File: src/rtl/e1_evt_pkg.sv
package e1_evt_pkg;
  localparam int EVT_W = 6;
  typedef enum int unsigned {
    EV_RXMF  = 0,
    EV_RXAF  = 1,
    EV_TXMF  = 2,
    EV_TXAF  = 3,
    EV_TICK  = 4,
    EV_TXCKL = 5
  } evt_idx_e;
endpackage

File: src/rtl/e1_bitclk_timer.sv
module e1_bitclk_timer #(
  parameter int unsigned SLOW_COUNT = 2048000,
  parameter int unsigned FAST_COUNT = 128000
) (
  input  logic clk,
  input  logic rst_n,
  input  logic bit_en,
  input  logic fast_sel,
  output logic tick
);
  localparam int CW = $clog2(SLOW_COUNT + 1);
  localparam logic [CW-1:0] SLOW_LAST = CW'(SLOW_COUNT - 1);
  localparam logic [CW-1:0] FAST_LAST = CW'(FAST_COUNT - 1);

  logic [CW-1:0] cnt_q;
  logic [CW-1:0] last;

  assign last = fast_sel ? FAST_LAST : SLOW_LAST;
  // >= covers a switch to the shorter period while the count is already past it
  assign tick = bit_en && (cnt_q >= last);

  always_ff @(posedge clk) begin
    if (!rst_n) cnt_q <= '0;
    else if (bit_en) cnt_q <= tick ? '0 : cnt_q + 1'b1;
  end

  AST_TICK_RESTARTS: assert property (@(posedge clk) disable iff (!rst_n) tick |=> !tick);
endmodule

File: src/rtl/e1_txclk_watchdog.sv
module e1_txclk_watchdog #(
  parameter int unsigned SYS_CLK_MHZ = 125
) (
  input  logic clk,
  input  logic rst_n,
  input  logic txclk_async,
  output logic loss_evt,
  output logic loss_active
);
  localparam int unsigned LOSS_CYCLES = (SYS_CLK_MHZ * 3906) / 1000;
  localparam int CW = $clog2(LOSS_CYCLES + 1);
  localparam logic [CW-1:0] LIM = CW'(LOSS_CYCLES);

  logic [2:0] sync_q;
  logic       edge_det;
  logic [CW-1:0] quiet_q;

  always_ff @(posedge clk) begin
    if (!rst_n) sync_q <= '0;
    else sync_q <= {sync_q[1:0], txclk_async};
  end

  assign edge_det = sync_q[2] ^ sync_q[1];

  always_ff @(posedge clk) begin
    if (!rst_n) quiet_q <= '0;
    else if (edge_det) quiet_q <= '0;
    else if (quiet_q != LIM) quiet_q <= quiet_q + 1'b1;
  end

  assign loss_active = (quiet_q == LIM);
  assign loss_evt    = !edge_det && (quiet_q == LIM - 1'b1);

  AST_EDGE_ENDS_LOSS: assert property (@(posedge clk) disable iff (!rst_n) edge_det |=> !loss_active);
  AST_LOSS_AFTER_QUIET: assert property (@(posedge clk) disable iff (!rst_n) $rose(loss_active) |-> $past(!edge_det));
endmodule

File: src/rtl/e1_sticky_status.sv
module e1_sticky_status #(
  parameter int W = 6
) (
  input  logic         clk,
  input  logic         rst_n,
  input  logic [W-1:0] set_vec,
  input  logic [W-1:0] clr_vec,
  output logic [W-1:0] stat
);
  for (genvar i = 0; i < W; i++) begin : g_bit
    always_ff @(posedge clk) begin
      if (!rst_n) stat[i] <= 1'b0;
      else if (set_vec[i]) stat[i] <= 1'b1;
      else if (clr_vec[i]) stat[i] <= 1'b0;
    end

    AST_SET_WINS: assert property (@(posedge clk) disable iff (!rst_n) set_vec[i] |=> stat[i]);
    AST_CLR_OWN_BIT: assert property (@(posedge clk) disable iff (!rst_n) (clr_vec[i] && !set_vec[i]) |=> !stat[i]);
  end
endmodule

File: src/rtl/e1_event_monitor.sv
module e1_event_monitor
  import e1_evt_pkg::*;
#(
  parameter int unsigned SLOW_COUNT  = 2048000,
  parameter int unsigned FAST_COUNT  = 128000,
  parameter int unsigned SYS_CLK_MHZ = 125
) (
  input  logic             clk,
  input  logic             rst_n,
  input  logic             rx_bit_en,
  input  logic             rx_align,
  input  logic             rx_mf_start,
  input  logic             tx_bit_en,
  input  logic             tx_align,
  input  logic             tx_mf_start,
  input  logic             fast_timer,
  input  logic             tx_clk_smp,
  input  logic             clkloss_pin_en,
  input  logic [EVT_W-1:0] clr_stb,
  output logic [EVT_W-1:0] status,
  output logic             clkloss_pin
);
  logic tick;
  logic loss_evt;
  logic loss_active;
  logic [EVT_W-1:0] set_vec;

  e1_bitclk_timer #(.SLOW_COUNT(SLOW_COUNT), .FAST_COUNT(FAST_COUNT)) u_timer (
    .clk(clk), .rst_n(rst_n), .bit_en(rx_bit_en), .fast_sel(fast_timer), .tick(tick)
  );

  e1_txclk_watchdog #(.SYS_CLK_MHZ(SYS_CLK_MHZ)) u_wdog (
    .clk(clk), .rst_n(rst_n), .txclk_async(tx_clk_smp),
    .loss_evt(loss_evt), .loss_active(loss_active)
  );

  always_comb begin
    set_vec           = '0;
    set_vec[EV_RXMF]  = rx_bit_en && rx_mf_start;
    set_vec[EV_RXAF]  = rx_bit_en && rx_align;
    set_vec[EV_TXMF]  = tx_bit_en && tx_mf_start;
    set_vec[EV_TXAF]  = tx_bit_en && tx_align;
    set_vec[EV_TICK]  = tick;
    set_vec[EV_TXCKL] = loss_evt;
  end

  e1_sticky_status #(.W(EVT_W)) u_stat (
    .clk(clk), .rst_n(rst_n), .set_vec(set_vec), .clr_vec(clr_stb), .stat(status)
  );

  assign clkloss_pin = loss_active && clkloss_pin_en;

  AST_PIN_NEEDS_EN: assert property (@(posedge clk) disable iff (!rst_n) clkloss_pin |-> clkloss_pin_en);
  AST_TICK_FROM_BITCLK: assert property (@(posedge clk) disable iff (!rst_n) $rose(status[EV_TICK]) |-> $past(rx_bit_en));
  AST_RXMF_QUALIFIED: assert property (@(posedge clk) disable iff (!rst_n) $rose(status[EV_RXMF]) |-> $past(rx_bit_en && rx_mf_start));
  AST_TXAF_QUALIFIED: assert property (@(posedge clk) disable iff (!rst_n) $rose(status[EV_TXAF]) |-> $past(tx_bit_en && tx_align));
endmodule

File: config.mk
export PLATFORM = sky130hd
export DESIGN_NAME = e1_event_monitor
export DESIGN_NICKNAME = d
export VERILOG_FILES = /design/src/rtl/e1_evt_pkg.sv /design/src/rtl/e1_bitclk_timer.sv /design/src/rtl/e1_txclk_watchdog.sv /design/src/rtl/e1_sticky_status.sv /design/src/rtl/e1_event_monitor.sv
export SDC_FILE = /design/constraint.sdc
export NUM_CORES = 1
export LEC_CHECK = 0
export BUFFER_PORTS_ARGS = -buffer_cell sky130_fd_sc_hd__clkbuf_2
export CAP_MARGIN = 20
export CORE_ASPECT_RATIO = 1.5
export CORE_MARGIN = 10
export CORE_UTILIZATION = 31
export CTS_CLUSTER_SIZE = 30
export DETAILED_ROUTE_END_ITERATION = 6
export PLACE_DENSITY = 0.53
export RECOVER_POWER = 100
export SLEW_MARGIN = 30
export SYNTH_ARGS = -nofsm -noshare
export SYNTH_HDL_FRONTEND = slang
export SYNTH_SLANG_ARGS = --single-unit
File: constraint.sdc
create_clock -name clk -period 4.4 [get_ports clk]
set_clock_uncertainty 0.2 [all_clocks]
set_input_delay 0.88 -clock clk [delete_from_list [all_inputs] [get_ports clk]]
set_output_delay 0.88 -clock clk [all_outputs]
set_load 0.01 [all_outputs]
==> results of run 1 <==
-- worst max-delay path by stage --
stage | cells after the start | endpoint | slack [ns]
after floorplan | 8 | u_timer.cnt_q[10] | 1.76
after global placement | 8 | u_stat.stat[4] | 1.20
after detailed placement | 8 | u_timer.cnt_q[14] | 1.15
after CTS | 6 | clkloss_pin | 1.39
after global routing | 8 | u_timer.cnt_q[20] | 1.11
final | 8 | u_timer.cnt_q[16] | 1.37
-- where the power goes --
| part | total, mW | switching [mW] | leakage [nW] | internal [mW] |
|---|---|---|---|---|
| Sequential | 0.366 | 0.00638 | 0.316 | 0.360 |
| Combinational | 0.0399 | 0.0208 | 0.468 | 0.0191 |
| Clock | 0.305 | 0.135 | 0.0548 | 0.171 |
| Total | 0.711 | 0.162 | 0.839 | 0.550 |
-- cell usage after synthesis (2+ instances only) --
master,instances
a21boi_0,7
a21o_1,2
a21oi_1,9
and2_1,4
and4_1,2
and4b_1,2
buf_4,2
clkbuf_1,6
dfxtp_1,39
ha_1,11
inv_1,9
nand2_1,22
nand2b_1,7
nand3_1,10
nand3b_1,2
nand4_1,7
nor2_1,18
nor2_2,2
nor2b_1,3
nor3_1,2
nor3_4,2
nor3b_1,11
nor3b_2,5
nor4_1,2
o211ai_1,3
o21ai_0,5
or3_1,4
xnor2_1,14
xor2_1,6
-- final cells by class --
type,instances,area (um2),area share
sequential,39,780.7,0.3364
multi-input combinational,174,1191,0.5132
timing repair buffer,23,105.1,0.04528
clock buffer,5,68.82,0.02965
clock inverter,3,46.29,0.01995
inverter,9,33.78,0.01456
tap,76,95.09,0.04097
-- logic make-up after synthesis --
kind of cell	after synthesis
simple gates	111
buf+inv	18
xor+xnor	20
fa+ha+maj	11
mux	1
compound gates	31
flops	39
-- per-layer routing --
layer	GRT usage	wire length, um	vias up
met5	0	0	-
met4	0.04980	65	0
met3	0.01896	81	5
met2	0.1588	2369	14
met1	0.08393	1713	760
li1	-	-	848
-- cells in the final DEF, fill, tap and decap left out, types with 2 or more instances in the layout --
master | Yosys | final
a21boi_0 | 7 | 7
a21o_1 | 2 | 2
a21oi_1 | 9 | 9
a32oi_1 | 1 | 2
and2_0 | 0 | 3
and4_1 | 2 | 2
and4b_1 | 2 | 2
clkbuf_1 | 6 | 8
clkbuf_2 | 0 | 15
clkbuf_8 | 0 | 5
dfxtp_1 | 39 | 39
ha_1 | 11 | 11
inv_1 | 9 | 9
nand2_1 | 22 | 22
nand2b_1 | 7 | 7
nand3_1 | 10 | 10
nand3b_1 | 2 | 2
nand4_1 | 7 | 7
nor2_1 | 18 | 18
nor2_2 | 2 | 2
nor2b_1 | 3 | 3
nor3_1 | 2 | 2
nor3_4 | 2 | 2
nor3b_1 | 11 | 14
nor3b_2 | 5 | 2
nor4_1 | 2 | 2
o211ai_1 | 3 | 3
o21ai_0 | 5 | 5
or3_1 | 4 | 4
xnor2_1 | 14 | 14
xor2_1 | 6 | 6
-- through the flow --
| step | instances | hold WS, ns | worst slack (ns) | cell area, um2 |
|---|---|---|---|---|
| 2_1_floorplan | 231 | 0.2119 | 1.762 | 2071 |
| 3_3_place_gp | 321 | 0.2154 | 1.201 | 2238 |
| 3_5_place_dp | 321 | 0.2243 | 1.151 | 2238 |
| 4_1_cts | 329 | 0.2439 | 1.389 | 2354 |
| 5_1_grt | 329 | 0.2718 | 1.109 | 2321 |
| 6_report | 329 | 0.2379 | 1.367 | 2321 |
-- worst max-delay path, delay by kind of cell --
kind                       cells  cell delay [ns]
AOI/OAI and AO/OA              2             0.95
and+or+nand+nor                3             0.44
buffers and inverters          2             0.37
adders and majority gates      1             0.31
-- flip-flops by register name (all words and copies together), names as in the netlist --
| signal | count |
|---|---|
| u_stat.stat | 6 |
| u_timer.cnt_q | 21 |
| u_wdog.quiet_q | 9 |
| u_wdog.sync_q | 3 |
==> metrics.txt, run 1 <==
status=finished clean; largest net degree at the start of global routing=36; HP Start=u_wdog.sync_q[0]; Worst EP arrival=2.97 ns; TritonCTS clock tree=built; worst-margin pin slew=1.185 ns; worst hold stages=1; Placer Congestion=0.8104; Seq/Total Area, Yosys=0.3770; Cell variety after synth=42; Post-Synthesis Cell Area=2071 um2; Initial Util=0.3193; critical path class=in2reg; CP endpoint kind=flop; Initial DRT Pass Iterations=4; Initial DRC Count=90; core area=6486 um2; post-synthesis mux area share=0.004834; Die Width=86.73 um; Max-slew headroom=0.2101; clock latency at the later pin of the worst-skew pair=0.30 ns; RSZ-0062 raised after global routing=no; final period utilization=0.6893; critical path fanouts, max=17; row cnt=36; Avg WL per Cell=12.86 um; Hold Path Class=reg2reg; WHS Endpoint=u_wdog.sync_q[1]; Setup violations, final=0; post-CTS setup buffers=0; post-synthesis simple-gate area fraction=0.3287; Pins Over Slew Limit=0; P&R area growth vs syn=12.08%; number of diodes=0; FF+latch count, synth=39; Layout Nets=280; Final Hold Vio Count=0; Synth Net Count=259; Area contributors post-synth=dfxtp_1 38%, ha_1 6.6%, xnor2_1 5.9%; cts-stage hold buffer count=0; Vias/cell=4.945; worst r2r src=u_timer.cnt_q[15]; Mean Syn Cell Area=8.964 um2; vias in the first global route=1690; Num CTS Buffers=5; drt drc=0; final worst path period need=3.033 ns; post-synthesis adder-cell area fraction=0.06647; Ys Warns=0; Finished Core Util=0.3578; initial antenna violation count=0; crit path cell chain=clkbuf_1, inv_1, ha_1, nand4_1, nor3_1, a32oi_1, a21boi_2, nor3b_1; Final Routed Wirelength=4230 um; Compound-Gate Fraction of Synth Area=0.1015; Worst R2R End=u_timer.cnt_q[16]; crit path from=fast_timer; Tot Pwr=0.7113 mW; Layout fillers=712; static leakage=0.8388 nW; Worst R2R Setup Slack=1.95 ns; first-pass GRT wire length=7389 um; Congestion Overflow GR=0; maximum VDD drop=0.2646 mV; delay of the slowest cell on the worst path=0.69 ns; DR vias=1627; slowest cell on the critical path=a21boi_2; Sum Neg Setup Slack=0 ns; die footprint=10420 um2; Max Cap Viol=0; DP HPWL=3204 um; Yosys top cell by area=dfxtp_1; Root Driver=clkbuf_8; CP startpoint kind=primary input; WP data required=4.34 ns; Mapped Cells=231; ANT nets after route=0; Pwr per Cell Area=306.5 nW/um2; layout cells sized above 1=0.1304; Max clock buf depth=2; GRT Total Usage=0.08605; f_max=329.7 MHz; ys flop type=dfxtp_1; EDFF count, synth=0; Reg clk slew, reported paths=0.08 ns; Clock Sinks=39; DIE HEIGHT=120.1 um; depth of the worst register-to-register path=6; fraction of registers with async set/reset=0; CTS resizes=0; htree depth=2; Synth Area in XOR/XNOR=0.08459; Ports=24; main combinational cell family by area after synthesis=simple AND/OR/NAND/NOR gates; share of the synthesized area in the top cell type=0.3770; Port Buf Inserts=23
Note: power is estimated with default switching activity, not from simulation.
==> inputs of run 2 (changes only) <==
Settings changed: ABC_AREA set to 1, PLACE_DENSITY 0.53 to 0.54.
Clock period 4.4 ns to 2.43 ns, I/O delays scaled along.
==> metrics.txt, run 2 <==
Most Crowded Layer GR=met2; post-CTS setup buffers=0 (unchanged); Layout Nets=340 (+21%); final period utilization=0.9129; FF+latch count, synth=39 (unchanged); Setup violations, final=0 (unchanged); worst-margin pin slew=0.3677 ns (-0.8170 ns); Sw Pwr=0.3078 mW (+90%); WP data required=1.74 ns (-2.60 ns); share of the synthesized area in the top cell type=0.3673 (-0.009764); grt met1 use=0.09170 (+0.007763); most frequent cells in the layout=65 x nand2_1, 39 x dfxtp_1, 35 x inv_1; Vias/cell=4.455 (-9.9%); Cell variety after synth=26 (-38%); critical path fanouts, max=5 (-12); first-pass GRT wire length=7617 um (+3.1%); CP startpoint kind=flop; Power Internal=0.8844 mW (+61%); sequential share of power=0.555 (+0.041); Layout fillers=725 (+1.8%); static leakage=0.9870 nW (+18%); fraction of registers with async set/reset=0 (unchanged); GRT Total Usage=0.08761 (+0.001559); critical path class=reg2out; Initial DRC Count=61 (-32%); P&R area growth vs syn=12.95%; Avg WL per Cell=11.17 um (-13%); Max Cap Viol=0 (unchanged); Tot Pwr=1.192 mW (+68%); number of diodes=0 (unchanged); Logic pwr share=0.070 (+0.014); Finished Core Util=0.3651 (+0.007275); top post-synthesis cells by count=65 x nand2_1, 39 x dfxtp_1, 35 x inv_1, 27 x nor2_2, 17 x nor2_1; ys flop type=dfxtp_1; Post-Synthesis Cell Area=2126 um2 (+2.7%); htree depth=2 (unchanged); Largest register FFs=21 (unchanged); DP HPWL=3372 um (+5.2%); Mean Syn Cell Area=7.538 um2 (-16%); Hold Path Class=in2reg; CP endpoint kind=output port; Mapped Cells=282 (+22%); count leader, synth=nand2_1; Num CTS Buffers=5 (unchanged); Initial DRT Pass Iterations=4 (unchanged); sw frac=0.2582 (+0.03079); Clock Sinks=39 (unchanged); DIE HEIGHT=121.4 um (+1.1%); Seq/Total Area, Yosys=0.3673 (-0.009764); initial antenna violation count=0 (unchanged); Final Routed Wirelength=4345 um (+2.7%); die footprint=10640 um2 (+2.1%); Max-slew headroom=0.7530 (+0.5428); clock latency at the later pin of the worst-skew pair=0.29 ns (about the same); layout cells sized above 1=0.2236 (+0.09321); CTS resizes=0 (unchanged); Ports=24 (unchanged); maximum VDD drop=0.2845 mV (+7.5%); Area contributors post-synth=dfxtp_1 37%, nand2_1 11%, nor2_2 7.9%; Sum Neg Setup Slack=0 ns (unchanged); Pins Over Slew Limit=0 (unchanged); M3 GR Usage=0.01747 (-0.001484); Die Width=87.62 um (+1.0%); TritonCTS clock tree=built; ANT nets after route=0 (unchanged); cts-stage hold buffer count=0 (unchanged); final worst path period need=2.218 ns; Fin Hold WS=0.1722 ns (-0.06569 ns); clock share of power=0.375 (-0.054); largest registers=u_timer.cnt_q x21, u_wdog.quiet_q x9, u_stat.stat x6; Reg clk slew, reported paths=0.08 ns (about the same); Pwr per Cell Area=496.6 nW/um2 (+62%); EDFF count, synth=0 (unchanged); Congestion Overflow GR=0 (unchanged); met2 Track Usage GR=0.1592 (+0.0004190); Yosys top cell by area=dfxtp_1; f_max=450.8 MHz; commonest non-fill, non-tap cell in the layout=nand2_1; core area=6576 um2 (+1.4%); RSZ-0062 raised after global routing=no; Worst EP arrival=1.53 ns (-1.44 ns); Port Buf Inserts=23 (unchanged); Ys Warns=0 (unchanged); status=finished clean; vias in the first global route=1719 (+1.7%); largest net degree at the start of global routing=14 (-61%); Max clock buf depth=2 (unchanged); row cnt=36 (unchanged); Placer Congestion=0.7840 (-3.3%); drt drc=0 (unchanged); most flop-heavy register=u_timer.cnt_q; Root Driver=clkbuf_8; Final Hold Vio Count=0 (unchanged); DR vias=1733 (+6.5%); Synth Net Count=310 (+20%); Initial Util=0.3232 (+0.003998)
[run 2: cell count changes after synthesis, sizes merged, moves of 7 or more]
cell    delta
nand2     +51
xnor2      -8
inv       +30
nor2      +26
nor3b     -15
xor2       +7
nand2b     -7
a21boi     -8
[run 2: final timing paths]
kind / startpoint / endpoint / slack [ns] / cells after the start
worst min-delay path: tx_clk_smp / u_wdog.sync_q[0] / 0.17 / 3
worst max register to register: u_timer.cnt_q[20] / u_timer.cnt_q[13] / 0.41 / 11
worst min register to register: u_wdog.sync_q[0] / u_wdog.sync_q[1] / 0.21 / 2
worst max-delay path: u_wdog.quiet_q[0] / clkloss_pin / 0.21 / 7
[run 2: cell families (layout without fill, tap and decap cells)]
kind of cell / Yosys count / in the layout / share of synthesized area
and+or+nand+nor: 150 / 150 / 0.3526
buffers and inverters: 43 / 74 / 0.08652
DFF: 39 / 39 / 0.3673
AOI/OAI and AO/OA: 20 / 20 / 0.05062
xor gates and xnor gates: 19 / 19 / 0.07828
adders and majority gates: 11 / 11 / 0.06474
[run 2: critical path, stage by stage (launching register included)]
cell and delay (ns):
dfxtp_1 0.36, inv_1 0.09, ha_1 0.15, nand3_1 0.07
nor2_1 0.17, nand2_1 0.14, nor2_1 0.10, clkbuf_1 0.16
[run 2: per-stage QoR]
| stage | std cells | worst slack, ns | instance area (um2) |
|---|---|---|---|
| global placement | 381 | 0.1299 | 2341 |
| CTS | 389 | 0.1991 | 2430 |
| floorplan | 282 | 0.4910 | 2126 |
| detailed placement | 381 | 0.1071 | 2341 |
| finish | 389 | 0.2117 | 2401 |
| global route | 389 | 0.03487 | 2401 |
[run 2: power by group through the flow]
stage               clock (mW)  sequential, mW  combinational (mW)
global route             0.494           0.665              0.0976
floorplan                    0           0.677              0.0543
detailed placement           0           0.677              0.0897
CTS                      0.468           0.662              0.0904
global placement             0           0.677              0.0883
finish                   0.447           0.662              0.0832
[run 2: per-layer routing]
layer	share of wire	vias up
met1	0.41	781
met4	0.020	0
met2	0.55	10
met3	0.021	5
met5	0	-
li1	-	937
[run 2: cell type report]
class	instances	area, um2	share of cell area
Sequential cell	39	780.7	0.3252
Timing Repair Buffer	27	131.4	0.05472
Multi-Input combinational cell	200	1159	0.4825
Tap cell	76	95.09	0.03960
Clock buffer	5	68.82	0.02866
Inverter	39	146.4	0.06097
Clock inverter	3	20.02	0.008338
==> inputs of run 3 (changes only) <==
Settings changed: CTS_BUF_LIST set to sky130_fd_sc_hd__clkbuf_4.
==> metrics.txt, run 3 (same netlist as run 2, synthesis figures left out) <==
Die Width=87.62 um (unchanged); Pins Over Slew Limit=0 (unchanged); Placer Congestion=0.7840 (unchanged); Sw Pwr=0.2909 mW (-5.5%); die footprint=10640 um2 (unchanged); Layout fillers=724 (-0.14%); Final Routed Wirelength=4322 um (-0.53%); Pwr per Cell Area=454.0 nW/um2 (-8.6%); static leakage=1.007 nW (+2.0%); Power Internal=0.7998 mW (-9.6%); initial antenna violation count=1 (+1); Final Hold Vio Count=0 (unchanged); sw frac=0.2667 (+0.008489); clock share of power=0.312 (-0.063); first-pass GRT wire length=7596 um (-0.28%); P&R area growth vs syn=13.01% (about the same); Avg WL per Cell=11.08 um (-0.78%); Initial Util=0.3232 (unchanged); row cnt=36 (unchanged); Layout Nets=340 (unchanged); Tot Pwr=1.091 mW (-8.5%); clock latency at the later pin of the worst-skew pair=0.34 ns (+0.05 ns); commonest non-fill, non-tap cell in the layout=nand2_1; Port Buf Inserts=23 (unchanged); Max-slew headroom=0.7454 (-0.007506); CP endpoint kind=output port; ANT nets after route=0 (unchanged); vias in the first global route=1711 (-0.47%); Initial DRT Pass Iterations=4 (unchanged); Congestion Overflow GR=0 (unchanged); sequential share of power=0.608 (+0.053); layout cells sized above 1=0.2556 (+0.03195); post-route cell area=2402 um2 (about the same); largest net degree at the start of global routing=14 (unchanged); most flop-heavy register=u_timer.cnt_q; most frequent cells in the layout=64 x nand2_1, 39 x dfxtp_1, 35 x inv_1; htree depth=2 (unchanged); TritonCTS clock tree=built; core area=6576 um2 (unchanged); Fin Hold WS=0.1182 ns (-0.05405 ns); CP Capture Point=clkloss_pin; critical path fanouts, max=5 (unchanged); depth of the worst register-to-register path=11 (unchanged); Clock Sinks=39 (unchanged); Initial DRC Count=70 (+15%); cts-stage hold buffer count=0 (unchanged); DP HPWL=3372 um (unchanged); final worst path period need=2.262 ns (+0.04374 ns); crit path from=u_wdog.quiet_q[0]; Root Driver=clkbuf_4; Worst EP arrival=1.58 ns (+0.05 ns); worst r2r src=u_timer.cnt_q[20]; final period utilization=0.9309 (+0.01800); Worst R2R End=u_timer.cnt_q[5]; Reg clk slew, reported paths=0.12 ns (+0.04 ns); Largest register FFs=21 (unchanged); worst-margin pin slew=0.3789 ns (+0.01117 ns); status=finished clean; maximum VDD drop=0.3130 mV (+10%); WP data required=1.74 ns (about the same); critical path class=reg2out; Sum Neg Setup Slack=0 ns (unchanged); Logic pwr share=0.080 (+0.010); Vias/cell=4.426 (-0.66%); Hold Path Class=in2reg; largest registers=u_timer.cnt_q x21, u_wdog.quiet_q x9, u_stat.stat x6; Max clock buf depth=2 (unchanged); Finished Core Util=0.3653 (about the same); Ports=24 (unchanged); CP startpoint kind=flop; GRT Total Usage=0.08734 (-0.0002696); f_max=442.1 MHz (-1.9%); dpl cell area=2341 um2 (unchanged); Max Cap Viol=0 (unchanged); Num CTS Buffers=5 (unchanged); drt drc=0 (unchanged); DIE HEIGHT=121.4 um (unchanged); Worst R2R Setup Slack=0.45 ns (+0.04 ns); Setup violations, final=0 (unchanged); DR vias=1726 (-0.40%)
==> run 3: worst min path at each step <==
| stage | start | end | cells past startpoint |
|---|---|---|---|
| after global placement | u_wdog.sync_q[0] | u_wdog.sync_q[1] | 2 |
| final | tx_clk_smp | u_wdog.sync_q[0] | 3 |
| after global routing | tx_clk_smp | u_wdog.sync_q[0] | 3 |
| after detailed placement | u_wdog.sync_q[0] | u_wdog.sync_q[1] | 2 |
| after floorplan | u_wdog.sync_q[0] | u_wdog.sync_q[1] | 2 |
| after CTS | tx_clk_smp | u_wdog.sync_q[0] | 3 |
==> run 3: cell type report <==
type	instances	area, um2	area share
Timing Repair Buffer	27	156.4	0.06510
Multi-Input combinational cell	200	1164	0.4844
Tap cell	76	95.09	0.03958
Sequential cell	39	780.7	0.3250
Inverter	39	146.4	0.06094
Antenna cell	1	2.502	0.001042
Clock inverter	3	20.02	0.008333
Clock buffer	5	37.54	0.01563
==> run 3: timing repair <==
item                       4_1_cts  5_1_grt
setup endpoints to repair        0        1
resized for setup                0        1
setup buffers                    0        0
==> run 3: worst max-delay path, stage by stage (launching register included) <==
cell and delay (ns):
dfxtp_1 0.37, inv_1 0.09, ha_1 0.15, nand3_1 0.07
nor2_1 0.20, nand2_2 0.11, nor2_1 0.09, clkbuf_2 0.14
==> run 3: metrics by stage <==
step,setup slack [ns],std cells
after global placement,0.1299,381
after CTS,0.1216,389
after global routing,-0.009306,390
final,0.1679,390
after floorplan,0.4910,282
after detailed placement,0.1071,381
==> run 3: layer usage <==
layer | part of all wire | vias up | wire length (um) | global-route usage
li1 | - | 939 | - | -
met1 | 0.40 | 772 | 1726 | 0.09130
met2 | 0.57 | 13 | 2447 | 0.1588
met3 | 0.022 | 2 | 93 | 0.02151
met4 | 0.013 | 0 | 55 | 0.03600
met5 | 0 | - | 0 | 0
==> run 3: power by group through the flow <==
stage | registers, mW | clock network, mW | logic [mW]
6_report | 0.663 | 0.340 | 0.0874
5_1_grt | 0.666 | 0.394 | 0.102
4_1_cts | 0.663 | 0.366 | 0.0904
3_5_place_dp | 0.677 | 0 | 0.0897
3_3_place_gp | 0.677 | 0 | 0.0883
2_1_floorplan | 0.677 | 0 | 0.0543
